File: src/rtl/rslPkg.sv
package rslPkg;
  localparam int DATA_W  = 32;
  localparam int OUT_W   = 16;
  localparam int SHIFT_W = 5;
  localparam int IDX_W   = 4;

  // Parameters of one set, snapshot taken with the sample and carried down the pipe
  typedef struct packed {
    logic [DATA_W-1:0]  roundVal;
    logic [DATA_W-1:0]  upper;
    logic [DATA_W-1:0]  lower;
    logic [SHIFT_W-1:0] shift;
    logic               limitEn;
  } setCfg_t;

  // Write kinds carried in the upper address field
  typedef enum logic [2:0] {
    KIND_ROUND  = 3'd0,
    KIND_SHIFT  = 3'd1,
    KIND_UPPER  = 3'd2,
    KIND_LOWER  = 3'd3,
    KIND_GLOBAL = 3'd4
  } wrKind_e;
endpackage

File: src/rtl/rslCtrl.sv
module rslCtrl
  import rslPkg::*;
#(
  parameter int NUM_SETS  = 16,
  parameter int MAX_SHIFT = 16
) (
  input  logic                     clk,
  input  logic                     rstN,
  input  logic [IDX_W-1:0]         setIdx,
  input  logic                     cfgWrEn,
  input  logic [IDX_W+2:0]         cfgAddr,
  input  logic [DATA_W-1:0]        cfgWrData,
  output setCfg_t                  selCfg
);
  localparam logic [DATA_W-1:0]  UPPER_RST = {1'b0, {(DATA_W-1){1'b1}}};
  localparam logic [DATA_W-1:0]  LOWER_RST = {1'b1, {(DATA_W-1){1'b0}}};
  localparam logic [SHIFT_W-1:0] SHIFT_CAP = SHIFT_W'(MAX_SHIFT);

  logic [2:0]       wrKind;
  logic [IDX_W-1:0] wrSet;
  logic             globalWr;

  assign wrKind   = cfgAddr[IDX_W+2:IDX_W];
  assign wrSet    = cfgAddr[IDX_W-1:0];
  assign globalWr = cfgWrEn && (wrKind == KIND_GLOBAL);

  logic [DATA_W-1:0]  roundTbl [NUM_SETS];
  logic [DATA_W-1:0]  upperTbl [NUM_SETS];
  logic [DATA_W-1:0]  lowerTbl [NUM_SETS];
  logic [SHIFT_W-1:0] shiftTbl [NUM_SETS];
  logic               limitEn;

  for (genvar g = 0; g < NUM_SETS; g++) begin : gSet
    logic hit;
    assign hit = cfgWrEn && (wrSet == IDX_W'(g));
    always_ff @(posedge clk) begin
      if (!rstN) begin
        roundTbl[g] <= '0;
        upperTbl[g] <= UPPER_RST;
        lowerTbl[g] <= LOWER_RST;
        shiftTbl[g] <= '0;
      end else if (hit) begin
        case (wrKind)
          KIND_ROUND: roundTbl[g] <= cfgWrData;
          KIND_SHIFT: shiftTbl[g] <= cfgWrData[SHIFT_W-1:0];
          KIND_UPPER: upperTbl[g] <= cfgWrData;
          KIND_LOWER: lowerTbl[g] <= cfgWrData;
          default:    ;
        endcase
      end
    end
  end

  always_ff @(posedge clk) begin
    if (!rstN)         limitEn <= 1'b0;
    else if (globalWr) limitEn <= cfgWrData[0];
  end

  logic [SHIFT_W-1:0] rawShift;
  always_comb begin
    rawShift        = shiftTbl[setIdx];
    selCfg.roundVal = roundTbl[setIdx];
    selCfg.upper    = upperTbl[setIdx];
    selCfg.lower    = lowerTbl[setIdx];
    selCfg.shift    = (rawShift > SHIFT_CAP) ? SHIFT_CAP : rawShift;
    selCfg.limitEn  = limitEn;
  end

  AST_SHIFT_CAPPED: assert property (@(posedge clk) disable iff (!rstN) selCfg.shift <= SHIFT_CAP);
  AST_GLOBAL_HOLD: assert property (@(posedge clk) disable iff (!rstN) !globalWr |=> $stable(limitEn));
endmodule

File: src/rtl/rslDatapath.sv
module rslDatapath
  import rslPkg::*;
#(
  parameter int MAX_SHIFT = 16
) (
  input  logic              clk,
  input  logic              rstN,
  input  logic [DATA_W-1:0] accIn,
  input  setCfg_t           selCfg,
  output logic [OUT_W-1:0]  resOut
);
  localparam int NUM_WIN = MAX_SHIFT + 1;

  // Stage 1: round, and capture the chosen set with the sample
  logic [DATA_W-1:0] rndQ;
  setCfg_t           cfg1Q;
  always_ff @(posedge clk) begin
    if (!rstN) begin
      rndQ  <= '0;
      cfg1Q <= '0;
    end else begin
      rndQ  <= accIn + selCfg.roundVal;
      cfg1Q <= selCfg;
    end
  end

  // Stage 2: signed clamp, upper bound checked first
  logic [DATA_W-1:0]  limNext;
  logic [DATA_W-1:0]  limQ;
  logic [SHIFT_W-1:0] shift2Q;
  always_comb begin
    limNext = rndQ;
    if (cfg1Q.limitEn) begin
      if ($signed(rndQ) > $signed(cfg1Q.upper))      limNext = cfg1Q.upper;
      else if ($signed(rndQ) < $signed(cfg1Q.lower)) limNext = cfg1Q.lower;
    end
  end
  always_ff @(posedge clk) begin
    if (!rstN) begin
      limQ    <= '0;
      shift2Q <= '0;
    end else begin
      limQ    <= limNext;
      shift2Q <= cfg1Q.shift;
    end
  end

  // Stage 3: window selection
  logic [OUT_W-1:0] winArr [NUM_WIN];
  for (genvar s = 0; s < NUM_WIN; s++) begin : gWin
    assign winArr[s] = limQ[s+OUT_W-1:s];
  end
  always_ff @(posedge clk) begin
    if (!rstN) resOut <= '0;
    else       resOut <= winArr[shift2Q];
  end

  AST_LIMIT_RANGE: assert property (@(posedge clk) disable iff (!rstN)
    (cfg1Q.limitEn && ($signed(cfg1Q.lower) <= $signed(cfg1Q.upper)))
    |=> (($signed(limQ) <= $signed($past(cfg1Q.upper))) && ($signed(limQ) >= $signed($past(cfg1Q.lower)))));
  AST_NO_LIMIT_PASS: assert property (@(posedge clk) disable iff (!rstN)
    !cfg1Q.limitEn |=> (limQ == $past(rndQ)));
  AST_SHIFT_FOLLOWS: assert property (@(posedge clk) disable iff (!rstN)
    1'b1 |=> (shift2Q == $past(cfg1Q.shift)));
endmodule

File: src/rtl/rslOutputStage.sv
module rslOutputStage
  import rslPkg::*;
#(
  parameter int NUM_SETS  = 16,
  parameter int MAX_SHIFT = 16
) (
  input  logic              clk,
  input  logic              rstN,
  input  logic [31:0]       accIn,
  input  logic [3:0]        setIdx,
  input  logic              cfgWrEn,
  input  logic [6:0]        cfgAddr,
  input  logic [31:0]       cfgWrData,
  output logic [15:0]       resOut
);
  setCfg_t selCfg;

  rslCtrl #(.NUM_SETS(NUM_SETS), .MAX_SHIFT(MAX_SHIFT)) uCtrl (
    .clk(clk), .rstN(rstN), .setIdx(setIdx), .cfgWrEn(cfgWrEn),
    .cfgAddr(cfgAddr), .cfgWrData(cfgWrData), .selCfg(selCfg)
  );

  rslDatapath #(.MAX_SHIFT(MAX_SHIFT)) uPath (
    .clk(clk), .rstN(rstN), .accIn(accIn), .selCfg(selCfg), .resOut(resOut)
  );
endmodule

File: config.mk
export PLATFORM = sky130hd
export DESIGN_NAME = rslOutputStage
export DESIGN_NICKNAME = d
export VERILOG_FILES = /design/src/rtl/rslPkg.sv /design/src/rtl/rslCtrl.sv /design/src/rtl/rslDatapath.sv /design/src/rtl/rslOutputStage.sv
export SDC_FILE = /design/constraint.sdc
export NUM_CORES = 2
export LEC_CHECK = 0
export ABC_AREA = 1
export CORE_MARGIN = 4
export CORE_UTILIZATION = 53
export DETAILED_ROUTE_END_ITERATION = 10
export GPL_ROUTABILITY_DRIVEN = 0
export PLACE_DENSITY = 0.69
export SYNTH_ARGS = -nofsm -noshare
export SYNTH_HDL_FRONTEND = slang
export SYNTH_SLANG_ARGS = --single-unit
File: constraint.sdc
create_clock -name clk -period 10.55 [get_ports clk]
set_input_delay 1.055 -clock clk [delete_from_list [all_inputs] [get_ports clk]]
set_output_delay 1.055 -clock clk [all_outputs]
set_load 0.02 [all_outputs]
Yosys cells after proc, flatten, opt, wreduce, memory -nomap -nowiden:

Memory sizes are Yosys's and may differ from the RTL's. A register that Yosys moved wholly into a read port is not among the register bits.
Cells that the tools add are included.

* bits of input ports: 78
* RAM bits: 1616
* register bits after elaboration: 92
* memories: 4
* output and inout bits: 16

Memories
* uCtrl.lowerTbl: words 16, width 32, rd ports 1, clocked after Yosys merged registers in 1, wr ports 16, RTL line rslCtrl.sv:29 `logic [DATA_W-1:0] lowerTbl [NUM_SETS];`
* uCtrl.roundTbl: words 16, width 32, rd ports 1, clocked after Yosys merged registers in 0, wr ports 16, RTL line rslCtrl.sv:27 `logic [DATA_W-1:0] roundTbl [NUM_SETS];`
* uCtrl.upperTbl: words 16, width 32, rd ports 1, clocked after Yosys merged registers in 1, wr ports 16, RTL line rslCtrl.sv:28 `logic [DATA_W-1:0] upperTbl [NUM_SETS];`
* uCtrl.shiftTbl: words 16, width 5, rd ports 1, clocked after Yosys merged registers in 0, wr ports 16, RTL line rslCtrl.sv:30 `logic [SHIFT_W-1:0] shiftTbl [NUM_SETS];`

* muxes and demuxes: 268
* bitwise gates (word level): 66
* equal/unequal tests: 19
* order comparisons: 4
* reductions and logical operators: 22
* add/subtract/negate cells: 1

Operator list (count)
* $mux W32: 51
* $mux W1: 197
* $mux W5: 17
* $bmux W16 S5: 1
* $or A1 B1 Y1: 64
* $add A32 B32 Y32: 1
* $eq A4 B4 Y1 const B: 8
* $gt A32 B32 Y1: 1
* $lt A32 B32 Y1: 1
* $mux W16: 2
* $logic_and A1 B1 Y1: 17
* $eq A4 B3 Y1 const B: 4
* $eq A4 B2 Y1 const B: 2
* $eq A3 B2 Y1 const B: 2
* $ge A6 B6 Y1 const B: 1
* $not A5 Y6: 1
* $gt A5 B5 Y1 const B: 1
* $eq A4 B1 Y1 const B: 1
* $logic_not A4 Y1: 1
* $eq A3 B1 Y1 const B: 1
* $eq A3 B3 Y1 const B: 1
* $logic_not A3 Y1: 1
* $logic_not A1 Y1: 2
* $reduce_or A2 Y1: 1
* $not A1 Y1: 1

Logic depth before layout (Yosys ltp):

* word-level depth: 6
* mapped depth: 25
* gate-level depth less buffers: 21

Modules after synthesis:

Synthesis repeated with hierarchy kept, for this count alone.

* cell total of the unflattened synthesis: 8096
* area total of the unflattened synthesis: 80861.3 um^2

Modules (own cells, without submodules)
* rslCtrl: times used 1, area an instance 70846.7 um^2, seq. area each 48546.6 um^2, cells each 6598
* rslDatapath: times used 1, area an instance 10014.6 um^2, seq. area each 3103.0 um^2, cells each 1498

Least setup slack after synthesis:

No wires, ideal clock.

* kind: input port to flip-flop
* start point: input port setIdx[2]
* end point: register uPath.rndQ[26]
* stages: 22
* arrival: 3.940 ns
* setup slack: 6.497 ns
* data required time: 10.437 ns
* path buffers: 4
* cells stage by stage: buf_2 inv_1 buf_2 buf_1 clkbuf_1 o221ai_1 nand3_1 nand2_1 ha_1 fa_1 nand2_1 nand3_1 o21ai_0 o21ai_1 nand2_1 nand2_1 a21oi_1 o21ai_1 a21oi_1 nand2_1 nand2_1 nor2_1

* longest elaborated chain between the ends: 2

Ends and longest elaborated chain
* from (decl): RTL line rslOutputStage.sv:10 `input logic [3:0] setIdx,`
* $mem_v2 Z16 W32
* $add A32 B32 Y32: RTL line rslDatapath.sv:22 `rndQ <= accIn + selCfg.roundVal;`
* to (signal assigned): RTL line rslDatapath.sv:22
* to (decl): RTL line rslDatapath.sv:15 `logic [DATA_W-1:0] rndQ;`

Every way passes these cells.
A chain may end at the register's enable or synchronous reset.

Worst setup path in the final report:

* start point: input port setIdx[1]
* end point: register uPath.rndQ[26]

The elaborated chain is that of the path after synthesis.

==> metrics.txt <==
Worst Setup End Kind flop; CTS tree built; crit path kind primary input to flop; Top FF cell, synth edfxtp_1; CTS Buf Count 177; CP required between 10000 and 15000 ps; FF+latch count, synth 1772; H-tree depth 4; syn_nets 8050; DP Wirelength about 140000 um; post-route cell area slightly below 0.09 mm2; Die Ht 396.4 um; Max-slew headroom 14.58%; post-CTS sizing 0; pin count of the biggest net entering global routing 188; Startpoint Class primary input; Max-cap violations 0; DR pass1 iterations 6; clock tree buffer depth 3; Area contributors post-synth edfxtp_1 61%, nor2_1 9.5%, o21ai_0 5.5%; Register Area 0.05165 mm2; RSZ-0062 raised after global routing no; slew of the pin with the lowest slew margin 1279 ps; Die X 396.4 um; Clock Pin Slew Worst Setup and Hold Paths approximately 60 ps; Syn Inst Count 7877; nets approximately 7700; DR vias 62110; Post-CTS Setup Inserts 0; reg2reg setup slack 7090 ps; Tot GR Track Use around 32%; status completed; FMAX 0.1810 GHz; power density cells 186.1 mW/mm2; hold_buf cts 0; clock latency on the worst-skew pair approximately 800 ps; synth warn 0; Port-buffer cells 93; clock sink count roughly 1800; layout cells sized above 1 6.467%; Ports 94; Leak about 30 nW; Hold Path Class flop to flop; Root Buffer clkbuf_16; antenna-violating nets left 0; peak supply drop about 150 uV; Cell Area, Placed 0.08177 mm2; TNS Setup 0 ps; min Tclk post-route 5526 ps; residual DRC count 0; post-synth top area cell edfxtp_1; first-pass GRT wire length about 380000 um; async set-reset flop share out of synthesis 0%; Fill cells roughly 12000; GR Overflow Total 0; crit path max fanout 87; post-synth top area share between 60% and 70%; setup violators final 0; worst clock skew 27.74 ps; vias in the first global route between 50000 and 60000; Avg Inst Size Synth 10.15 um2; # rows 142; EDFF count, synth 1616; core region area 0.1500 mm2; initial antenna violation count 11; Synth cell types 42; sequential fraction of the synthesis area ~65%; Max Slew Vio Count 0; Via density 6.370; fin crit share 52.37%; Synth-to-Final Area Change 9.465%; total die area roughly 0.16 mm2; Initial DRC Count 9745; worst path arrival time 6250 ps; Post-Syn Area 0.07997 mm2; Hold Violations, Final 0; area of the multi-input gates 0.02452 mm2; Starting Density 53.33%; total routed wirelength between 200000 and 300000 um; WL/cell 26.61 um
[worst paths after layout]
| path | from | depth (start not counted) | end |
|---|---|---|---|
| min | uCtrl.limitEn$_SDFFE_PN0P_ | 2 | uCtrl.limitEn$_SDFFE_PN0P_ |
| min reg2reg | uCtrl.limitEn$_SDFFE_PN0P_ | 2 | uCtrl.limitEn$_SDFFE_PN0P_ |
| max | setIdx[1] | 21 | uPath.rndQ[26]$_SDFF_PN0_ |
| max reg2reg | uPath.rndQ[27]$_SDFF_PN0_ | 12 | uPath.limQ[14]$_SDFF_PN0_ |
[logic make-up (layout without fill, tap and decap cells)]
kind of cell | after synthesis | in the layout | share of synthesized area (%)
mux | 6 | 6 | 0.07511
compound gates | 1683 | 1683 | 12.61
simple gates | 3349 | 3349 | 16.38
xor+xnor | 1 | 1 | 0.01095
fa+ha+maj | 95 | 95 | 1.496
other cells | 0 | 4 | 0
flops | 1772 | 1772 | 64.59
buf+inv | 971 | 825 | 4.836
[per-stage QoR]
stage | hold slack (ps) | setup slack [ps] | instances | total power [mW] | utilization (%)
floorplan | 390.5 | 6497 | 7877 | 9.420 | -
global placement | 441.7 | 4467 | 9412 | 10.03 | 54.53
detailed placement | 460.7 | 4411 | 9412 | 10.07 | 54.53
CTS | 471.1 | 5244 | 9747 | 16.25 | 58.37
global route | 494.0 | 4778 | 9748 | 16.78 | 58.37
finish | 471.5 | 5024 | 9751 | 16.29 | 58.37
[worst max-delay path: stages]
cell      delay [ps]
buf_8            450
buf_4            950
buf_4            950
o21ai_0          260
o221ai_1         260
nand3_1          120
nand2_1          140
ha_1             200
fa_1             200
nand2_1           80
nand3_1           70
o21ai_0          140
o21ai_1          310
nand2_1           80
nand2_1          150
a21oi_1          100
o21ai_1          210
a21oi_1          110
nand2_1           70
nand2_1           40
nor2_1           100
[area by class of cell]
type	count	area share [%]
well taps	2016	2.882
inverters	237	1.045
multi-input cells	5134	28.01
clock inverters	93	0.9620
repair buffers	253	2.476
clock buffers	242	5.609
diodes	4	0.01144
flip-flops and latches	1772	59.01
[Yosys cell counts, drive strengths merged (2+ instances only)]
master and n:
o21a 11, o211ai 134, mux2i 6, buf 178, o22ai 121, a21boi 3, clkbuf 556, ha 94
clkinv 32, a21oi 213, a22o 3, a21o 2, o21bai 4, or2 5, nor3 34, nand4 43
edfxtp 1616, o221ai 292, dfxtp 156, a31oi 4, nor4 3, a221oi 2, o21ai 893, nand2 997
nor2 2018, nand3 247, inv 205
[sequential cells by signal, indices dropped and copies added, names as in the netlist]
register / cells
uCtrl.upperTbl: 512
uPath.cfg1Q: 70
uCtrl.roundTbl: 512
uPath.resOut: 16
uCtrl.limitEn: 1
uPath.limQ: 32
uPath.rndQ: 32
uCtrl.lowerTbl: 512
uPath.shift2Q: 5
uCtrl.shiftTbl: 80
[cell usage in the layout (no fill, tap or decap), types with 5 or more instances in the layout]
cell,instances
clkinv_1,69
o211ai_1,134
clkbuf_1,47
inv_1,161
clkbuf_16,182
nor3_2,6
clkdlybuf4s50_1,88
mux2i_1,6
nand2_1,990
nand4_1,43
edfxtp_1,1616
dfxtp_1,156
nor2_1,2001
a21oi_1,213
o22ai_1,121
o21ai_0,886
nand3_1,245
or2_2,5
nor3_1,28
nand2_2,7
bufinv_16,13
clkinv_2,29
o221ai_1,292
ha_1,94
buf_4,160
inv_2,39
inv_6,7
o21a_1,11
nor2_2,17
clkbuf_8,13
o21ai_1,6
[metal layers]
metal / global-route usage, % / routed length [um] / share of wire (%)
met1: 43.63 / 95170 / 37
met2: 49.26 / 116300 / 45
met3: 7.225 / 32910 / 13
met4: 16.84 / 15070 / 5.8
met5: 0 / 59 / 0.023
[where the power goes]
part / total [mW] / internal, mW / switching [mW]
Clock: 6.30 / 3.58 / 2.72
Combinational: 1.78 / 0.472 / 1.31
Sequential: 8.21 / 8.04 / 0.173
Note: power is estimated with default switching activity, not from simulation.
